<file path="config.mk">
export PLATFORM = sky130hd
export DESIGN_NAME = range_decade_divider
export DESIGN_NICKNAME = d
export VERILOG_FILES = /design/src/rtl/range_decade_divider.sv
export SDC_FILE = /design/constraint.sdc
export NUM_CORES = 1
export LEC_CHECK = 0
export ABC_CLOCK_PERIOD_IN_PS = 2430
export BUFFER_PORTS_ARGS = -buffer_cell sky130_fd_sc_hd__buf_2
export CAP_MARGIN = 20
export CORE_MARGIN = 1.5
export CORE_UTILIZATION = 55
export CTS_CLUSTER_DIAMETER = 30
export CTS_CLUSTER_SIZE = 30
export DETAILED_ROUTE_END_ITERATION = 12
export GPL_TIMING_DRIVEN = 0
export PLACE_DENSITY = 0.7
export SLEW_MARGIN = 20
export SYNTH_ARGS = -nofsm -noshare
export SYNTH_HDL_FRONTEND = slang
export SYNTH_SLANG_ARGS = --single-unit
export TNS_END_PERCENT = 100
</file>
<file path="constraint.sdc">
create_clock -name clk -period 2.43 [get_ports clk]
set_input_delay 0.243 -clock clk [delete_from_list [all_inputs] [get_ports clk]]
set_output_delay 0.243 -clock clk [all_outputs]
set_load 0.1 [all_outputs]
</file>
<file path="src/rtl/range_decade_divider.sv">
module range_decade_divider #(
  parameter int RADIX      = 10,
  parameter int RANGE_STGS = 3,
  parameter int DEC_STGS   = 2
) (
  input  logic       clk,
  input  logic       rst_n,
  input  logic       pulse_in,
  input  logic       range_lo,
  input  logic [1:0] dp_code,
  output logic       div_out
);

  localparam int CNT_W = $clog2(RADIX);
  localparam int NSTG  = RANGE_STGS + DEC_STGS;
  localparam logic [CNT_W-1:0] TOP = CNT_W'(RADIX - 1);

  logic            in_q, in_q2;
  logic [2:0]      cfg_q;
  logic            clr;
  logic            rise;
  logic            range_strobe;
  logic            out_strobe;
  logic [NSTG-1:0] stg_in;
  logic [NSTG-1:0] carry;

  always_ff @(posedge clk) begin
    if (!rst_n) begin
      in_q  <= 1'b0;
      in_q2 <= 1'b0;
      cfg_q <= {range_lo, dp_code};
    end else begin
      in_q  <= pulse_in;
      in_q2 <= in_q;
      cfg_q <= {range_lo, dp_code};
    end
  end

  assign clr  = (cfg_q != {range_lo, dp_code});
  assign rise = in_q & ~in_q2 & ~clr;

  genvar i;
  generate
    for (i = 0; i < NSTG; i++) begin : g_stg
      logic [CNT_W-1:0] cnt;

      if (i == 0) begin : g_first
        assign stg_in[i] = rise;
      end else if (i == RANGE_STGS) begin : g_dec_head
        assign stg_in[i] = range_strobe;
      end else begin : g_chain
        assign stg_in[i] = carry[i-1];
      end

      assign carry[i] = stg_in[i] && (cnt == TOP);

      always_ff @(posedge clk) begin
        if (!rst_n || clr)
          cnt <= '0;
        else if (stg_in[i])
          cnt <= carry[i] ? '0 : cnt + 1'b1;
      end
    end
  endgenerate

  assign range_strobe = range_lo ? carry[RANGE_STGS-1] : rise;

  always_comb begin
    case (dp_code)
      2'b00:   out_strobe = range_strobe;
      2'b01,
      2'b10:   out_strobe = carry[RANGE_STGS];
      default: out_strobe = carry[NSTG-1];
    endcase
  end

  always_ff @(posedge clk) begin
    if (!rst_n)
      div_out <= 1'b0;
    else
      div_out <= out_strobe & ~clr;
  end

endmodule

</file>
Word-level counts from Yosys, hierarchy flattened
Cells that the tools add are included.
{"block": "op_classes", "n_mul": 0, "muxes": 7, "n_shift": 0, "n_lt_le_gt_ge": 0, "reduce_logical": 9, "div_mod_pow": 0, "eq_ne": 8, "add_sub_neg": 5, "n_bitwise": 5}
{"cell": "$add A4 B1 Y4 const B", "n": 5}
{"cell": "$eq A4 B4 Y1 const B", "n": 5}
{"cell": "$mux W4", "n": 5}
{"cell": "$logic_and A1 B1 Y1", "n": 5}
{"cell": "$and A1 B1 Y1", "n": 3}
{"cell": "$ne A3 B3 Y1", "n": 1}
{"cell": "$eq A2 B1 Y1 const B", "n": 1}
{"cell": "$eq A2 B2 Y1 const B", "n": 1}
{"cell": "$logic_not A2 Y1", "n": 1}
{"cell": "$not A1 Y1", "n": 2}
{"cell": "$pmux W1 S2", "n": 1}
{"cell": "$reduce_or A2 Y1", "n": 1}
{"cell": "$logic_not A1 Y1", "n": 1}
{"cell": "$logic_or A1 B1 Y1", "n": 1}
{"cell": "$mux W1", "n": 1}
{"block": "word_totals", "word_cells": 43, "input_bits": 6, "ff_bits": 26, "mem_bits_ro": 0, "mem_count": 0, "ramBits": 0, "latchBits": 0}

Longest topological paths before layout
{"block": "logic_depth", "word_depth": 11, "depth_mapped": 7}

Least setup slack after synthesis
Ideal clock, no wire load.
{"block": "synth_path", "path_kind": "register to register", "start": "register g_stg[0].cnt[0]", "end": "register g_stg[4].cnt[3]", "slack_ns": 0.737, "setup_ns": 0.070, "path_stages_with_launch": 6, "required_ns": 2.360, "arrival_time_ns": 1.623, "period_less_slack_ns": 1.693, "cell_sequence": "dfxtp_1 > ha_1 > nand3b_4 > o31a_1 > or4_1 > a21oi_1"}
{"block": "synth_via", "elab_chain_cells": 8}
{"item": "from (decl)", "line": "45", "text": "logic [CNT_W-1:0] cnt;"}
{"item": "from (signal assigned)", "line": "61", "text": "cnt <= carry[i] ? '0 : cnt + 1'b1;"}
{"item": "$eq A4 B4 Y1 (*)", "line": "55", "text": "assign carry[i] = stg_in[i] && (cnt == TOP);"}
{"item": "$logic_and A1 B1 Y1 (*) (3 in series)", "line": "55"}
{"item": "$mux W1 (*)", "line": "66", "text": "assign range_strobe = range_lo ? carry[RANGE_STGS-1] : rise;"}
{"item": "$logic_and A1 B1 Y1 (*)", "line": "55"}
{"item": "$logic_and A1 B1 Y1", "line": "55"}
{"item": "$mux W4", "line": "61"}
{"item": "to (signal assigned)", "line": "61"}
{"item": "to (decl)", "line": "45"}
Every way passes the cells marked *; elsewhere a longest branch is shown, timed or not.
A chain may end at the register's enable or synchronous reset.

Worst setup path in the final report
{"block": "layout_path", "start": "register g_stg[0].cnt[0]", "end": "register g_stg[4].cnt[0]"}
Same word-level chain as after synthesis.

==> impl_metrics.toml <==
[run_status]
outcome = "completed"

[critical_path]
path_cells = "ha_1 -> nand3b_4 -> o31ai_1 -> nand4_1 -> a21oi_1"
r2r-end = "g_stg[4].cnt[0]"
cp-end-kind = "flop"
critPathArrivalTime_ns = 2.18
worstSetupStartpointType = "flop"
critPathBufInv = 0
path_depth = 5
critPathMaxStageDelay_ns = 0.69
slowest_stage = "o31ai_1"
r2r_cells = 5
reg2reg_slack_ns = 0.51
critPathKind = "flop to flop"
required_ns = 2.69
path_delay_family = "compound AO/OA/AOI/OAI gates"
reg2reg_from = "g_stg[0].cnt[0]"
critPathMaxFanout = 6

[synth]
netlist_area_sq_um = 1430
ys_seq_elements = 26
ys.warnings.count = 0
synth-simple-area-share = 0.286
synthCells = 161
synth-seq-area-share = 0.365
synthesis.nets = 179
synthAdderAreaFrac = 0.105
synthDistinctLibCells = 34
synthMuxAreaShare = 0.0281
synth.avg_cell_area_sq_um = 8.85
synth-xor-area-share = 0.0430
synth_top_family_by_area = "simple AND/OR/NAND/NOR gates"
synth-compound-area-share = 0.140

[power]
leakage_nw = 0.586
power_density_nw_per_um2 = 464
clockPowerShare = 0.310
p_sw_uw = 168
intPower_uw = 541
p_sw_frac = 0.237
seqPwrFrac = 0.613
p_comb_frac = 0.077
peakVddDrop_mv = 0.409

[routing]
drt-met1-wl_um = 1330
wl_met3_um = 89
via_per_inst = 5.95
wl_um = 2800
vias = 1196
route.met2.wl_um = 1360
first_iter_violations = 20
dr.max_layer_used = "met4"
ant_nets = 0
drt_pass1_iterations = 4
drc = 0
routedWlPerCell_um = 13.9

[sta]
finalCritPeriodShare = 0.792
period_minus_slack_ns = 1.92
hold_viol_final = 0
worst_pin_slew_ns = 0.804
drv_slew = 0
skew_ns = 0.00127
max_freq_mhz = 520
whs_ns = 0.0898
grt_setup_unrepaired = "no"
max_slew_margin = 0.460
setup_violations = 0
tns_ns = 0

[floorplanning]
num_io_pins = 7
num_rows = 18
initial_core_util = 0.581
core_sq_um = 2450
die_w_um = 53.9
fp.dieH_um = 53.9
die_area_sq_um = 2910

[clock_network]
cts_tree = "done"
hold_buffers = 0
insertion_delay_ns = 0.32
root_buffer = "clkbuf_4"
cts.path.max_buffers = 2
clk_pin_slew_ns = 0.14
cts_buffers = 3
htree_num_levels = 1
cts_setup_buffers = 0
cts_resized = 0
clock-sinks = 26

[cells_and_area]
drive_gt1_frac = 0.0819
final_nets = 190
finalInstanceArea_sq_um = 1530
diodes = 0
fin_util = 0.623
area_growth_pct = 7.29

[placed_design]
port_buffers = 6
finalWeightedCongestion = 0.822
detailed_place_hpwl_um = 2120
placed_area_sq_um = 1490

[global_routing]
grt_pass1_vias = 1059
grt_pass1_wl_um = 4620
grt_use_total = 0.216
grt-ovfl-total = 0
grt_max_degree = 15
grt_antenna_before_repair = 0

[min_path]
hp-start = "dp_code[1]"
hold_class = "input port to flop"
holdPathStages = 1
min_to = "cfg_q[1]"

[flow_run]
drv_cap = 0
-- worst max path at each step --
stage                                from               to  slack [ns]
final                     g_stg[0].cnt[0]  g_stg[4].cnt[0]        0.51
after global routing      g_stg[2].cnt[0]  g_stg[4].cnt[0]        0.38
after detailed placement  g_stg[0].cnt[0]  g_stg[4].cnt[2]        0.54
after global placement    g_stg[0].cnt[0]  g_stg[4].cnt[2]        0.56
after floorplan           g_stg[0].cnt[0]  g_stg[4].cnt[3]        0.74
after CTS                 g_stg[0].cnt[0]  g_stg[4].cnt[0]        0.50
-- cell type report --
cell class	instances	area [sq um]
plain buffers	4	16.3
clock buffers	4	36.3
fillers	229	926
inverters	8	30.0
multi-input cells	123	858
flip-flops and latches	26	520
well taps	30	37.5
repair buffers	6	30.0
-- worst reg2reg max path, stage by stage (launching register included) --
cell and delay (ns):
dfxtp_1 0.43, ha_1 0.23, nand3b_4 0.10, o31ai_1 0.69, nand4_1 0.20, a21oi_1 0.21
-- cells in the mapped netlist --
master / count / area [sq um]
dfxtp_1: 26 / 521
a21oi_1: 13 / 65.1
ha_1: 12 / 150
o21ai_0: 11 / 55.1
nand3_1: 9 / 45.0
inv_1: 8 / 30.0
nand2_1: 8 / 30.0
nand4_1: 7 / 43.8
or3_1: 7 / 43.8
nor2_1: 6 / 22.5
or4_1: 5 / 37.5
and2_1: 4 / 25.0
mux2i_1: 4 / 40.0
nor3_1: 4 / 20.0
xnor2_1: 4 / 35.0
and3b_1: 3 / 26.3
clkbuf_1: 3 / 11.3
nand3b_1: 3 / 22.5
o31ai_1: 3 / 22.5
xor2_1: 3 / 26.3
a31oi_1: 2 / 12.5
and3_1: 2 / 12.5
and4_1: 2 / 17.5
o41ai_1: 2 / 17.5
a221oi_1: 1 / 8.76
and3b_2: 1 / 10.0
buf_2: 1 / 5.00
nand2b_1: 1 / 6.26
nand3b_4: 1 / 20.0
nor2b_1: 1 / 6.26
nor4_1: 1 / 6.26
nor4_2: 1 / 12.5
o2111ai_1: 1 / 8.76
o31a_1: 1 / 8.76
-- registers in the layout, indices dropped and copies added (netlist names) --
signal,count
g_stg.cnt,20
cfg_q,3
div_out,1
in_q,1
in_q2,1
-- through the flow --
stage	std cells	setup slack (ns)	power, mW
finish	201	0.506	0.709
global route	201	0.381	0.735
CTS	201	0.502	0.719
global placement	197	0.560	0.496
floorplan	161	0.737	0.479
detailed placement	197	0.543	0.497
-- per-layer routing --
layer,vias to the layer above,GRT usage
met5,-,0
li1,614,-
met4,0,0.0598
met2,24,0.380
met1,555,0.276
met3,3,0.0250
-- layout by cell type (no fill, tap or decap), types with 2 or more instances in the layout --
master / count
o41ai_1: 2
xnor2_1: 4
and2_1: 4
nand3b_1: 3
or3_1: 7
o31ai_1: 3
inv_1: 8
clkbuf_1: 3
xor2_1: 3
and3_1: 2
dfxtp_1: 26
and3b_1: 3
nand4_1: 7
o21ai_0: 11
nor2_1: 6
mux2i_1: 4
nand2_1: 8
a21oi_1: 13
and4_1: 2
nand3_1: 9
ha_1: 12
or4_1: 5
a31oi_1: 2
nor3_1: 4
clkbuf_4: 3
buf_2: 7
-- power by group through the flow --
stage	registers, mW	logic (mW)	clock network [mW]
after floorplan	0.443	0.0355	0
after global placement	0.443	0.0525	0
after detailed placement	0.444	0.0537	0
after CTS	0.434	0.0540	0.230
after global routing	0.435	0.0614	0.239
final	0.434	0.0545	0.220
-- logic make-up (layout without fill, tap and decap cells) --
family,Yosys count,in the layout
XOR/XNOR,7,7
AND/OR/NAND/NOR,66,66
multiplexers,4,4
adder cells (fa/ha/maj),12,12
buffers and inverters,12,22
flip-flops,26,26
AO/OA/AOI/OAI,34,34
Note: power is estimated with default switching activity, not from simulation.
